===== src/rtl/brs_pkg.sv =====
package brs_pkg;

  typedef enum logic [3:0] {
    PH_IDLE,
    PH_PRE,    // both lines high, start setup
    PH_SFALL,  // SDA low with SCL high: leading start
    PH_HOLD,   // SCL low, SDA still low, hold delay
    PH_REL,    // SCL low, SDA released
    PH_CKHI,   // dummy clock high
    PH_CKLO,   // dummy clock low
    PH_RHI,    // SCL high, SDA high: restart setup
    PH_RFALL,  // SDA low with SCL high: restart
    PH_RLO,    // SCL low, SDA low
    PH_PHI,    // SCL high, SDA low: stop setup
    PH_PREL,   // SDA released with SCL high: stop
    PH_DONE
  } phase_t;

  // Cycles spent in a phase for quarter q and hold delay h.
  function automatic int unsigned phase_len(phase_t ph, int unsigned q, int unsigned h);
    case (ph)
      PH_HOLD:                    return h;
      PH_CKHI, PH_CKLO, PH_RLO:   return 2 * q;
      PH_IDLE, PH_DONE:           return 1;
      default:                    return q;
    endcase
  endfunction

  function automatic phase_t next_phase(phase_t ph, logic last_clk);
    case (ph)
      PH_PRE:   return PH_SFALL;
      PH_SFALL: return PH_HOLD;
      PH_HOLD:  return PH_REL;
      PH_REL:   return PH_CKHI;
      PH_CKHI:  return PH_CKLO;
      PH_CKLO:  return last_clk ? PH_RHI : PH_CKHI;
      PH_RHI:   return PH_RFALL;
      PH_RFALL: return PH_RLO;
      PH_RLO:   return PH_PHI;
      PH_PHI:   return PH_PREL;
      PH_PREL:  return PH_DONE;
      default:  return PH_IDLE;
    endcase
  endfunction

  function automatic logic scl_pull(phase_t ph);
    return (ph == PH_HOLD) || (ph == PH_REL) || (ph == PH_CKLO) || (ph == PH_RLO);
  endfunction

  function automatic logic sda_pull(phase_t ph);
    return (ph == PH_SFALL) || (ph == PH_HOLD) || (ph == PH_RFALL) ||
           (ph == PH_RLO) || (ph == PH_PHI);
  endfunction

  function automatic logic timed_phase(phase_t ph);
    return (ph != PH_IDLE) && (ph != PH_DONE);
  endfunction

endpackage


===== src/rtl/brs_timer.sv =====
module brs_timer #(
  parameter int CNT_W = 10
) (
  input  logic             clk,
  input  logic             rst_n,
  input  logic             load,
  input  logic [CNT_W-1:0] load_val,
  output logic             expire
);
  logic [CNT_W-1:0] cnt_q;

  always_ff @(posedge clk or negedge rst_n) begin
    if (!rst_n)            cnt_q <= '0;
    else if (load)         cnt_q <= load_val;
    else if (cnt_q != '0)  cnt_q <= cnt_q - 1'b1;
  end

  assign expire = (cnt_q == '0);
endmodule


===== src/rtl/brs_fsm.sv =====
module brs_fsm
  import brs_pkg::*;
#(
  parameter int NUM_CLOCKS = 9
) (
  input  logic   clk,
  input  logic   rst_n,
  input  logic   accept,
  input  logic   expire,
  output phase_t phase,
  output phase_t nxt,
  output logic   step,
  output logic   load
);
  localparam int PC_W = $clog2(NUM_CLOCKS + 1);

  logic [PC_W-1:0] ck_cnt_q;
  logic            last_clk;

  assign last_clk = (ck_cnt_q == PC_W'(NUM_CLOCKS - 1));

  always_comb begin
    if (phase == PH_IDLE)      step = accept;
    else if (phase == PH_DONE) step = 1'b1;
    else                       step = expire;
    nxt  = (phase == PH_IDLE) ? PH_PRE : next_phase(phase, last_clk);
    load = step && timed_phase(nxt);
  end

  always_ff @(posedge clk or negedge rst_n) begin
    if (!rst_n) begin
      phase    <= PH_IDLE;
      ck_cnt_q <= '0;
    end else begin
      if (step) phase <= nxt;
      if (accept)                            ck_cnt_q <= '0;
      else if (phase == PH_CKLO && expire)   ck_cnt_q <= ck_cnt_q + 1'b1;
    end
  end
endmodule


===== src/rtl/brs_sense.sv =====
module brs_sense (
  input  logic clk,
  input  logic rst_n,
  input  logic accept,
  input  logic final_en,
  input  logic sda_i,
  output logic err_o
);
  always_ff @(posedge clk or negedge rst_n) begin
    if (!rst_n)        err_o <= 1'b0;
    else if (accept)   err_o <= 1'b0;
    else if (final_en) err_o <= !sda_i;
  end
endmodule


===== src/rtl/bus_recover_seq.sv =====
module bus_recover_seq
  import brs_pkg::*;
#(
  parameter int QTR_W      = 8,
  parameter int HOLD_CYC   = 15,
  parameter int NUM_CLOCKS = 9
) (
  input  logic             clk,
  input  logic             rst_n,
  input  logic             req_i,
  input  logic [QTR_W-1:0] quarter_i,
  input  logic             sda_i,
  output logic             scl_oe_o,
  output logic             sda_oe_o,
  output logic             busy_o,
  output logic             done_o,
  output logic             err_o
);
  localparam int HOLD_W = $clog2(HOLD_CYC + 1);
  localparam int CNT_W  = (QTR_W + 2 > HOLD_W) ? QTR_W + 2 : HOLD_W;

  phase_t           phase, nxt;
  logic             step, load, expire, accept, final_en;
  logic [QTR_W-1:0] q_lat, q_norm;
  int unsigned      eff_q;
  logic [CNT_W-1:0] load_val;

  assign accept   = req_i && (phase == PH_IDLE);
  assign q_norm   = (quarter_i == '0) ? QTR_W'(1) : quarter_i;
  assign eff_q    = (phase == PH_IDLE) ? int'(q_norm) : int'(q_lat);
  assign load_val = CNT_W'(phase_len(nxt, eff_q, HOLD_CYC) - 1);
  assign final_en = expire && (phase == PH_PREL);

  always_ff @(posedge clk or negedge rst_n) begin
    if (!rst_n)      q_lat <= QTR_W'(1);
    else if (accept) q_lat <= q_norm;
  end

  brs_fsm #(.NUM_CLOCKS(NUM_CLOCKS)) u_fsm (
    .clk(clk), .rst_n(rst_n), .accept(accept), .expire(expire),
    .phase(phase), .nxt(nxt), .step(step), .load(load)
  );

  brs_timer #(.CNT_W(CNT_W)) u_timer (
    .clk(clk), .rst_n(rst_n), .load(load), .load_val(load_val), .expire(expire)
  );

  brs_sense u_sense (
    .clk(clk), .rst_n(rst_n), .accept(accept), .final_en(final_en),
    .sda_i(sda_i), .err_o(err_o)
  );

  assign scl_oe_o = scl_pull(phase);
  assign sda_oe_o = sda_pull(phase);
  assign busy_o   = (phase != PH_IDLE);
  assign done_o   = (phase == PH_DONE);
endmodule


===== config.mk =====
export PLATFORM = sky130hd
export DESIGN_NAME = bus_recover_seq
export DESIGN_NICKNAME = d
export VERILOG_FILES = /design/src/rtl/brs_pkg.sv /design/src/rtl/brs_timer.sv /design/src/rtl/brs_fsm.sv /design/src/rtl/brs_sense.sv /design/src/rtl/bus_recover_seq.sv
export SDC_FILE = /design/constraint.sdc
export NUM_CORES = 1
export LEC_CHECK = 0
export ABC_AREA = 1
export BUFFER_PORTS_ARGS = -buffer_cell sky130_fd_sc_hd__buf_2
export CAP_MARGIN = 20
export CORE_MARGIN = 8
export CORE_UTILIZATION = 50
export CTS_CLUSTER_SIZE = 28
export DETAILED_ROUTE_END_ITERATION = 12
export GPL_TIMING_DRIVEN = 0
export PLACE_DENSITY = 0.68
export SETUP_SLACK_MARGIN = 0.2
export SYNTH_ARGS = -nofsm -noshare
export SYNTH_HDL_FRONTEND = slang
export SYNTH_SLANG_ARGS = --single-unit

===== constraint.sdc =====
create_clock -name clk -period 6.7 [get_ports clk]
set_input_delay 1.005 -clock clk [delete_from_list [all_inputs] [get_ports clk]]
set_output_delay 1.005 -clock clk [all_outputs]
set_load 0.03 [all_outputs]

==> results of run 1 <==
## state kept, by name (all words and copies together), names as in the netlist
signal	count
u_fsm.ck_cnt_q	4
u_sense.err_o	1
u_timer.cnt_q	10
u_fsm.phase	4
q_lat	8
## tightest hold or removal path: cells and delay by family, from the launching register on
family,cells,cell delay [ns]
AND/OR/NAND/NOR,1,0.05
flip-flops,1,0.36
AO/OA/AOI/OAI,1,0.06
## layer usage
layer / GRT usage, % / up-vias
li1: - / 960
met1: 18.79 / 837
met2: 24.90 / 33
met5: 0 / -
met4: 6.964 / 0
met3: 1.860 / 11
## logic make-up after synthesis
logic type	count (synthesis)	share of synthesized area (%)
AOI/OAI and AO/OA	46	11.91
xor gates and xnor gates	1	0.4087
adders and majority gates	8	4.670
buffers and inverters	46	8.989
DFF	27	31.58
and+or+nand+nor	160	42.44
## cell type report
class | count | area, um^2
multi-input cells | 215 | 1274
plain buffers | 4 | 23.77
repair buffers | 16 | 80.08
inverters | 42 | 168.9
flip-flops and latches | 27 | 676.9
clock inverters | 1 | 8.758
well taps | 52 | 65.06
fillers | 410 | 1896
clock buffers | 3 | 41.29
## final timing paths
check	startpoint	end	slack, ns	cells after the start
hold / removal	q_lat[6]$_DFFE_PN0P_	q_lat[6]$_DFFE_PN0P_	0.50	2
setup / recovery	u_fsm.phase[2]$_DFFE_PN0P_	busy_o	3.89	6
max in group asynchronous	rst_n	u_timer.cnt_q[4]$_DFFE_PN0P_	5.53	1
hold reg to reg	q_lat[6]$_DFFE_PN0P_	q_lat[6]$_DFFE_PN0P_	0.50	2
setup reg to reg	u_fsm.phase[2]$_DFFE_PN0P_	u_timer.cnt_q[4]$_DFFE_PN0P_	3.97	17
min in group asynchronous	rst_n	u_fsm.ck_cnt_q[0]$_DFFE_PN0P_	0.73	1
## stage by stage
| stage | std cells | power, W | area [um^2] | hold WS [ns] | util, % |
|---|---|---|---|---|---|
| finish | 360 | 0.0002830 | 2338 | 0.4993 | 55.23 |
| floorplan | 288 | 0.0001775 | 2143 | 0.4534 | - |
| detailed placement | 356 | 0.0001861 | 2288 | 0.4760 | 54.05 |
| CTS | 360 | 0.0002868 | 2338 | 0.5032 | 55.23 |
| global placement | 356 | 0.0001857 | 2288 | 0.4708 | 54.05 |
| global route | 360 | 0.0002953 | 2338 | 0.5502 | 55.23 |
## synth_stat cells, drive strengths merged
master / n / area (um^2)
o31ai: 1 / 7.510
a21oi: 17 / 88.84
nand3b: 1 / 7.510
inv: 40 / 160.2
nor2: 30 / 182.7
xor2: 1 / 8.760
o21ai: 26 / 145.1
nand2: 83 / 417.9
nand4: 4 / 25.02
dfrtp: 26 / 650.6
ha: 8 / 100.1
o21bai: 1 / 7.510
dfstp: 1 / 26.28
o22ai: 1 / 6.260
or2: 7 / 51.31
clkinv: 2 / 8.750
nand3: 35 / 225.2
clkbuf: 2 / 7.510
buf: 2 / 16.26
## where the power goes
| group | switching (W) | leakage [nW] | internal [W] |
|---|---|---|---|
| sequential | 0.00000144 | 0.330 | 0.000166 |
| combinational | 0.00000997 | 0.808 | 0.00000536 |
| clock | 0.0000565 | 0.0261 | 0.0000438 |
| total | 0.0000679 | 1.16 | 0.000215 |
==> impl_results.md, run 1 <==
- Synth unique cells: 37
- Post-place setup slack: 3.854 ns
- Pwr dens: 121.0 mW/mm^2
- Clock Latency Late Sink: 0.29 ns
- Post-route ant nets: 0
- Synthesis Warnings: 0
- Buffers on Ports: 16
- DR vias/cell: 5.114
- Hold Vio Cnt, Final: 0
- Vias in the first global route: 1809
- Io pins: 17
- Met2 wire length: 2063 um
- Max Transition Viols Final: 0
- Crit path top cell by count: buf_2
- Final nets: 329
- GRT overflow: 0
- ANT cells: 0
- Met1 wire length: 2020 um
- Sequential area share after synthesis: 31.58%
- Syn_nets: 308
- WS Path Type: flip-flop to output pin
- Inserted Clock Buffers: 3
- CP Buf/Inv Count: 4
- Post-CTS Setup Repair Bufs: 0
- Die W: 81.47 um
- Post-CTS Resized: 0
- Drt drc: 0
- Status: finished clean
- Leakage: 1.164 nW
- First-pass GRT wire length: 7921 um
- Core ar.: 0.004234 mm^2
- Largest net degree at the start of global routing: 28
- Mapped Cells: 288
- Detailed-route wire length per cell: 12.22 um
- Crit Path Max Fanout: 10
- Initial DRC Count: 89
- Root Buffer: clkbuf_8
- Worst Path Arrival: 1.81 ns
- H-tree depth: 1
- Post-synthesis area per instance: 7.442 um^2
- CTS tree: done
- Synthesized cell area: 0.002143 mm^2
- Final WS setup: 3.886 ns
- Seq cells post-synth: 27
- DIE AREA: 0.006637 mm^2
- Gpl congestion: 0.8167
- Clock skew: 0.01242 ns
- DR WL met3: 217 um
- CP delay by family, top: buffers and inverters
- Drt pass-1 iters: 4
- Tmin final: 2.814 ns
- Uppermost layer routed: met4
- DP HPWL: 3404 um
- Chip height: 81.47 um
- CP peak stage delay: 0.43 ns
- Startpoint Class: flip-flop
- Clock Sinks: 27
- Clock transition at path regs: 0.11 ns
- Commonest non-fill, non-tap cells in the layout: nand2_1, inv_1, nand3_1
- Final setup fails: 0
- Unrepaired setup endpoints after global routing: no
- Most common cell after layout, fill and taps aside: nand2_1
- Post-Route Setup TNS: 0 ns
- Slew HR: 55.90%
- Initial Util: 50.62%
- Maximum vdd drop: 0.00007889 V
- WP data required: 5.69 ns
- Synth-to-Final Area Change: 9.107%
- Hold Crit Class: flip-flop to flip-flop
- Period utilization: 41.99%
- Antenna violations before repair: 0
- GRT Total Usage: 14.94%
- Vias: 1841
- Worst Tran Pin Value: 0.6615 ns
- Detailed Route WL: 4398 um
- CP max stage cell: dfrtp_1
- Hold_buf cts: 0
- Share of cells above drive strength 1: 26.62%
- Max_cap viols: 0
- Site Rows: 24
- Critical path, cell by cell: inv_1 > ha_1 > nand2_4 > buf_6 > buf_2 > buf_2
- F_max: 355.4 MHz
- Max Buffers Root-to-Sink: 2
- Setup crit end kind: output pin
(Power assumes the default switching activity.)
==> run 2, diff against run 1 <==
--- a/config.mk
+++ b/config.mk
@@ -13,7 +13,7 @@
 export CTS_CLUSTER_SIZE = 28
 export DETAILED_ROUTE_END_ITERATION = 12
 export GPL_TIMING_DRIVEN = 0
-export PLACE_DENSITY = 0.68
+export PLACE_DENSITY = 0.71
 export SETUP_SLACK_MARGIN = 0.2
 export SYNTH_ARGS = -nofsm -noshare
 export SYNTH_HDL_FRONTEND = slang
==> constraint.sdc (replaced) <==
create_clock -name clk -period 2.36 [get_ports clk]
set_input_delay 0.354 -clock clk [delete_from_list [all_inputs] [get_ports clk]]
set_output_delay 0.354 -clock clk [all_outputs]
set_load 0.03 [all_outputs]
==> run 2 against run 1 <==
Net effect: the flow now finishes with violations (negative setup slack); highest routed layer unchanged; wire length grew 14%; total power grew to 2.8 times the previous value; sequential power grew to 2.8 times the previous value; register-to-register slack lost 4.1 ns; critical path type is now flip-flop to flip-flop; utilization grew 9.5 points; non-clock buffer count grew 22; first-iteration DRC count grew 28%; setup slack lost 4.0 ns; flip-flop and latch count is the same; combinational power grew to 2.8 times the previous value.
==> impl_results.md, run 2 (synthesized netlist as in run 1, its figures left out) <==
- Slew HR: 58.36% (was 55.90%)
- Share of cells above drive strength 1: 41.82% (was 26.62%)
- Crit Path Max Fanout: 8 (was 10)
- Critical path, cell by cell: inv_4 > ha_4 > nand2_4 > nand2_8 > nand3_4 > nor2_4 > inv_1 > nand2_2 > inv_2 > nand2_4 > nand3_2 > nand3_2 > nand2_2 > ha_4 > nand2_4 > nor2_4 > or2_1 > a21oi_1 (was inv_1 > ha_1 > nand2_4 > buf_6 > buf_2 > buf_2)
- Max Buffers Root-to-Sink: 2 (unchanged)
- Largest net degree at the start of global routing: 28 (unchanged)
- Commonest non-fill, non-tap cells in the layout: nand2_1, inv_1, nand3_1 (unchanged)
- Detailed-route wire length per cell: 13.12 um (was 12.22 um)
- Inserted Clock Buffers: 3 (unchanged)
- F_max: 409.6 MHz
- Post-place setup slack: -0.1866 ns (was 3.854 ns)
- WS Path Type: flip-flop to flip-flop (was flip-flop to output pin)
- DIE AREA: 0.006637 mm^2 (unchanged)
- Vias: 1949 (was 1841)
- RR Startpoint: u_fsm.phase[3]$_DFFE_PN0P_ (was u_fsm.phase[2]$_DFFE_PN0P_)
- GRT overflow: 0 (unchanged)
- Root Buffer: clkbuf_8 (unchanged)
- ANT cells: 0 (unchanged)
- Reg2reg setup slack: -0.08 ns (was 3.97 ns)
- Site Rows: 24 (unchanged)
- Final nets: 351 (was 329)
- Hold Crit Class: input port to async pin (was flip-flop to flip-flop)
- Register Area: 681.9 um^2 (was 676.9 um^2)
- Failing checks: negative setup slack
- Gpl congestion: 0.9174 (was 0.8167)
- Startpoint Class: flip-flop (unchanged)
- Hold Vio Cnt, Final: 0 (unchanged)
- Io pins: 17 (unchanged)
- Clock Latency Late Sink: 0.29 ns (about the same)
- Die W: 81.47 um (unchanged)
- Antenna violations before repair: 0 (unchanged)
- Max Transition Viols Final: 0 (unchanged)
- Drt drc: 0 (unchanged)
- Final WS setup: -0.08115 ns (was 3.886 ns)
- Most common cell after layout, fill and taps aside: nand2_1 (unchanged)
- Status: finished, violations left (was finished clean)
- Clock Sinks: 27 (unchanged)
- First-pass GRT wire length: 8079 um (was 7921 um)
- Hold_buf cts: 0 (unchanged)
- Pwr dens: 292.5 mW/mm^2 (was 121.0 mW/mm^2)
- Buffers on Ports: 16 (unchanged)
- Biggest register: u_timer.cnt_q (unchanged)
- Clock transition at path regs: 0.10 ns (was 0.11 ns)
- GRT Total Usage: 15.24% (was 14.94%)
- Detailed Route WL: 5011 um (was 4398 um)
- Crit path top cell by count: nand2_4 (was buf_2)
- WHS: 0.07021 ns (was 0.4993 ns)
- Tmin final: 2.441 ns
- Chip height: 81.47 um (unchanged)
- RR Endpoint: u_timer.cnt_q[4]$_DFFE_PN0P_ (unchanged)
- Area after DPL: 0.002360 mm^2 (was 0.002288 mm^2)
- Finished Cell Area: 0.002743 mm^2 (was 0.002338 mm^2)
- Drt pass-1 iters: 4 (unchanged)
- Maximum vdd drop: 0.0001770 V (was 0.00007889 V)
- Max reg flops: 10 (unchanged)
- Worst Tran Pin Value: 0.6245 ns (was 0.6615 ns)
- Final total power: 0.0008023 W (was 0.0002830 W)
- Vias in the first global route: 1846 (was 1809)
- Max_cap viols: 0 (unchanged)
- CTS tree: done (unchanged)
- WP data required: 2.57 ns (was 5.69 ns)
- Initial Util: 50.62% (unchanged)
- R2R depth: 18 (was 17)
- Final setup fails: 7 (was 0)
- Layout Utilization: 64.78% (was 55.23%)
- Clock skew: 0.002991 ns (was 0.01242 ns)
- DR vias/cell: 5.102 (was 5.114)
- Unrepaired setup endpoints after global routing: yes (was no)
- Synth-to-Final Area Change: 27.96% (was 9.107%)
- Largest registers: u_timer.cnt_q x10, q_lat x8 (unchanged)
- Worst Path Arrival: 2.66 ns (was 1.81 ns)
- CP max stage cell: dfrtp_2 (was dfrtp_1)
- Initial DRC Count: 114 (was 89)
- DP HPWL: 3370 um (was 3404 um)
- H-tree depth: 1 (unchanged)
- # fillers: 335 (was 410)
- Multi-input gate area: 0.001495 mm^2 (was 0.001274 mm^2)
- Setup crit end kind: flip-flop (was output pin)
- CP peak stage delay: 0.47 ns (was 0.43 ns)
- Core ar.: 0.004234 mm^2 (unchanged)
- Period utilization: 103.4%
- Leakage: 1.297 nW (was 1.164 nW)
- Post-route ant nets: 0 (unchanged)
run 2: cell types whose count changed in the layout (fill, tap and decap cells not counted), moves of 5 or more:
cell	change
nand2_4	+5
inv_1	-5
buf_4	+21
nand2_1	-9
nor2_4	+7
run 2: how the worst max path moves through the flow:
| stage | depth (start not counted) | from | endpoint | slack (ns) |
|---|---|---|---|---|
| after floorplan | 18 | u_fsm.phase[3]$_DFFE_PN0P_ | u_timer.cnt_q[4]$_DFFE_PN0P_ | 0.05 |
| after global placement | 17 | u_fsm.phase[3]$_DFFE_PN0P_ | u_timer.cnt_q[6]$_DFFE_PN0P_ | -0.17 |
| after detailed placement | 17 | u_fsm.phase[3]$_DFFE_PN0P_ | u_timer.cnt_q[6]$_DFFE_PN0P_ | -0.19 |
| after CTS | 17 | u_fsm.phase[3]$_DFFE_PN0P_ | u_timer.cnt_q[4]$_DFFE_PN0P_ | -0.04 |
| after global routing | 17 | u_fsm.phase[2]$_DFFE_PN0P_ | u_timer.cnt_q[5]$_DFFE_PN0P_ | -0.24 |
| final | 18 | u_fsm.phase[3]$_DFFE_PN0P_ | u_timer.cnt_q[4]$_DFFE_PN0P_ | -0.08 |
run 2: critical path: cells and delay by family, from the launching register on:
kind	cells	cell delay [ns]
and+or+nand+nor	12	1.20
AOI/OAI and AO/OA	1	0.11
DFF	1	0.47
adders and majority gates	2	0.38
buffers and inverters	3	0.21
run 2: per-stage QoR:
| step | TNS [ns] | std cells |
|---|---|---|
| floorplan | 0 | 288 |
| global placement | -0.7429 | 356 |
| detailed placement | -1.009 | 356 |
| CTS | -0.1124 | 376 |
| global route | -1.594 | 382 |
| finish | -0.4345 | 382 |
run 2: where the power goes:
part / switching (W) / total (W) / leakage, nW / internal [W]
registers: 0.00000418 / 0.000475 / 0.327 / 0.000471
logic: 0.0000283 / 0.0000436 / 0.944 / 0.0000153
clock network: 0.000164 / 0.000283 / 0.0255 / 0.000119
run 2: layout make-up:
type,instances,area share [%]
sequential,27,24.86
inverter,42,6.615
clock inverter,1,0.1825
buffer,4,0.8668
timing repair buffer,38,9.078
clock buffer,3,1.505
multi-input combinational,215,54.52
tap,52,2.372
run 2: what timing repair did:
item,4_1_cts,5_1_grt
resized for setup,16,29
buffers inserted,16,6
cloned,0,0
pin swaps,12,7
hold endpoints to repair,0,0
endpoints found under the setup margin,10,10
run 2: layer usage:
| metal | wire length [um] | share of wire (%) | vias up | track usage (%) |
|---|---|---|---|---|
| met1 | 2304 | 46 | 893 | 18.41 |
| met3 | 183 | 3.7 | 9 | 2.407 |
| met2 | 2407 | 48 | 38 | 26.33 |
| met5 | 0 | 0 | - | 0 |
| li1 | - | - | 1009 | - |
| met4 | 116 | 2.3 | 0 | 6.250 |
==> run 3, diff against run 2 <==
--- a/config.mk
+++ b/config.mk
@@ -14,7 +14,6 @@
 export DETAILED_ROUTE_END_ITERATION = 12
 export GPL_TIMING_DRIVEN = 0
 export PLACE_DENSITY = 0.71
-export SETUP_SLACK_MARGIN = 0.2
 export SYNTH_ARGS = -nofsm -noshare
 export SYNTH_HDL_FRONTEND = slang
 export SYNTH_SLANG_ARGS = --single-unit
==> run 3 against run 2 <==
Net effect: the flow still finishes with violations (negative setup slack); sequential power about the same; setup slack got worse by 0.026 ns; register-to-register slack worse by 0.03 ns; non-clock buffer count decreased by 2; critical path depth is 1 lower; clock skew is essentially flat; total power shrank 0.80%; utilization down 1.5 points; die area unchanged; critical endpoint unchanged.
==> impl_results.md, run 3 (synthesized netlist as in run 1, its figures left out) <==
- Status: finished, violations left (unchanged)
- Failing checks: negative setup slack (unchanged)
- WP data required: 2.56 ns (was 2.57 ns)
- Max_cap viols: 0 (unchanged)
- Internal Dissipation: 0.0006051 W (was 0.0006057 W)
- Root Buffer: clkbuf_8 (unchanged)
- Combinational power share: 5.5% (was 5.4%)
- Chip height: 81.47 um (unchanged)
- Clock skew: 0.003367 ns (was 0.002991 ns)
- Commonest non-fill, non-tap cells in the layout: nand2_1, inv_1, dfrtp_1 (was nand2_1, inv_1, nand3_1)
- Most common cell after layout, fill and taps aside: nand2_1 (unchanged)
- CP max stage cell: dfrtp_1 (was dfrtp_2)
- Antenna violations before repair: 0 (unchanged)
- Hold Vio Cnt, Final: 0 (unchanged)
- Crit Path Max Fanout: 6 (was 8)
- Initial Util: 50.62% (unchanged)
- Critical path, cell by cell: buf_6 > ha_4 > o21ai_2 > nand2_2 > nand2_1 > nand2_2 > nand3_4 > nand2_2 > nor2_4 > nand2_1 > nand3_2 > nand2_2 > ha_4 > nand2_4 > nor2_4 > or2_1 > a21oi_1 (was inv_4 > ha_4 > nand2_4 > nand2_8 > nand3_4 > nor2_4 > inv_1 > nand2_2 > inv_2 > nand2_4 > nand3_2 > nand3_2 > nand2_2 > ha_4 > nand2_4 > nor2_4 > or2_1 > a21oi_1)
- Slew HR: 58.63% (was 58.36%)
- DIE AREA: 0.006637 mm^2 (unchanged)
- Leakage: 1.292 nW (was 1.297 nW)
- Final nets: 349 (was 351)
- CP delay by family, top: simple AND/OR/NAND/NOR gates (unchanged)
- Clock Sinks: 27 (unchanged)
- Clock Latency Late Sink: 0.28 ns (was 0.29 ns)
- Die W: 81.47 um (unchanged)
- First-pass GRT wire length: 8293 um (was 8079 um)
- Detailed Route WL: 5011 um (unchanged)
- GRT overflow: 0 (unchanged)
- CP Buf/Inv Count: 1 (was 3)
- Site Rows: 24 (unchanged)
- Max reg flops: 10 (unchanged)
- WHS: 0.07907 ns (was 0.07021 ns)
- Sw Share: 23.98% (was 24.51%)
- Unrepaired setup endpoints after global routing: yes (unchanged)
- Gpl congestion: 0.8531 (was 0.9174)
- Initial DRC Count: 111 (was 114)
- Final setup fails: 7 (unchanged)
- CTS tree: done (unchanged)
- Io pins: 17 (unchanged)
- Core ar.: 0.004234 mm^2 (unchanged)
- H-tree depth: 1 (unchanged)
- Share of cells above drive strength 1: 40.85% (was 41.82%)
- Drt drc: 0 (unchanged)
- Maximum vdd drop: 0.0002509 V (was 0.0001770 V)
- Largest registers: u_timer.cnt_q x10, q_lat x8 (unchanged)
- Post-route ant nets: 0 (unchanged)
- Buffers on Ports: 16 (unchanged)
- Pwr dens: 297.1 mW/mm^2 (was 292.5 mW/mm^2)
- Biggest register: u_timer.cnt_q (unchanged)
- Switching power: 0.0001908 W (was 0.0001967 W)
- Synth-to-Final Area Change: 24.99% (was 27.96%)
- DP HPWL: 3384 um (was 3370 um)
- Worst Path Arrival: 2.67 ns (was 2.66 ns)
- Tmin final: 2.467 ns (was 2.441 ns)
- Drt pass-1 iters: 4 (unchanged)
- Max Buffers Root-to-Sink: 2 (unchanged)
- Setup crit end kind: flip-flop (unchanged)
- Vias in the first global route: 1846 (unchanged)
- Hold Crit Class: input port to async pin (unchanged)
- Period utilization: 104.5% (was 103.4%)
- Crit path top cell by count: nand2_2 (was nand2_4)
- Worst Tran Pin Value: 0.6205 ns (was 0.6245 ns)
- GRT Total Usage: 15.55% (was 15.24%)
- Area after DPL: 0.002298 mm^2 (was 0.002360 mm^2)
- Startpoint Class: flip-flop (unchanged)
- Finished Cell Area: 0.002679 mm^2 (was 0.002743 mm^2)
- Max Transition Viols Final: 0 (unchanged)
- Reg2reg setup slack: -0.11 ns (was -0.08 ns)
- Final WS setup: -0.1069 ns (was -0.08115 ns)
- Seq pwr share: 59.7% (was 59.2%)
- DR vias/cell: 5.189 (was 5.102)
- Hold_buf cts: 0 (unchanged)
- Detailed-route wire length per cell: 13.19 um (was 13.12 um)
- Clock Power Share: 34.8% (was 35.3%)
- F_max: 405.4 MHz (was 409.6 MHz)
- Vias: 1972 (was 1949)
- Largest net degree at the start of global routing: 28 (unchanged)
- Inserted Clock Buffers: 3 (unchanged)
- WS Path Type: flip-flop to flip-flop (unchanged)
- Clock transition at path regs: 0.10 ns (about the same)
- ANT cells: 0 (unchanged)
- CP peak stage delay: 0.43 ns (was 0.47 ns)
-- run 3: worst paths after layout --
kind / depth (start not counted) / from / end
worst max-delay path: 17 / u_fsm.phase[2]$_DFFE_PN0P_ / u_timer.cnt_q[4]$_DFFE_PN0P_
worst min-delay path: 1 / rst_n / u_sense.err_o$_DFFE_PN0P_
worst max register to register: 17 / u_fsm.phase[2]$_DFFE_PN0P_ / u_timer.cnt_q[4]$_DFFE_PN0P_
worst min register to register: 2 / q_lat[1]$_DFFE_PN0P_ / q_lat[1]$_DFFE_PN0P_
max in group asynchronous: 1 / rst_n / u_fsm.phase[1]$_DFFE_PN0P_
min in group clk: 2 / sda_i / u_sense.err_o$_DFFE_PN0P_
-- run 3: final cells by class --
| type | count | area, um^2 |
|---|---|---|
| Clock inverter | 1 | 5.005 |
| Sequential cell | 27 | 678.2 |
| Timing Repair Buffer | 36 | 237.7 |
| Fill cell | 347 | 1555 |
| Buffer | 4 | 23.77 |
| Clock buffer | 3 | 41.29 |
| Inverter | 42 | 173.9 |
| Multi-Input combinational cell | 215 | 1454 |
| Tap cell | 52 | 65.06 |
-- run 3: per-stage QoR --
step | power (W) | std cells | setup WS, ns | TNS (ns) | utilization, %
2_1_floorplan | 0.0005040 | 288 | -0.005508 | -0.005508 | -
3_3_place_gp | 0.0005272 | 356 | -0.2399 | -1.007 | 54.28
3_5_place_dp | 0.0005283 | 356 | -0.2878 | -1.332 | 54.28
4_1_cts | 0.0008033 | 376 | -0.03202 | -0.06377 | 61.61
5_1_grt | 0.0008296 | 380 | -0.2547 | -1.605 | 63.27
6_report | 0.0007960 | 380 | -0.1069 | -0.5424 | 63.27
-- run 3: metal layers --
metal  wire length (um)  vias up  share of wire, %  GRT usage, %
met5                  0        -                 0             0
met2               2443       34                49         27.37
met1               2347      935                47         19.69
li1                   -     1001                 -             -
met3                193        2               3.9         1.969
met4                 27        0              0.54         3.571
-- run 3: power by group through the flow --
stage	Sequential [W]	Clock, W	Combinational, W
final	0.000475	0.000277	0.0000441
after global routing	0.000476	0.000301	0.0000522
after CTS	0.000475	0.000283	0.0000451
after detailed placement	0.000484	0	0.0000441
after global placement	0.000484	0	0.0000433
after floorplan	0.000485	0	0.0000188
-- run 3: repair_timing --
| item | in CTS | in global routing |
|---|---|---|
| gates cloned | 0 | 0 |
| pin swaps | 27 | 7 |
| gates resized for setup | 37 | 9 |
| endpoints found under the setup margin | 9 | 8 |
| buffers inserted | 16 | 4 |
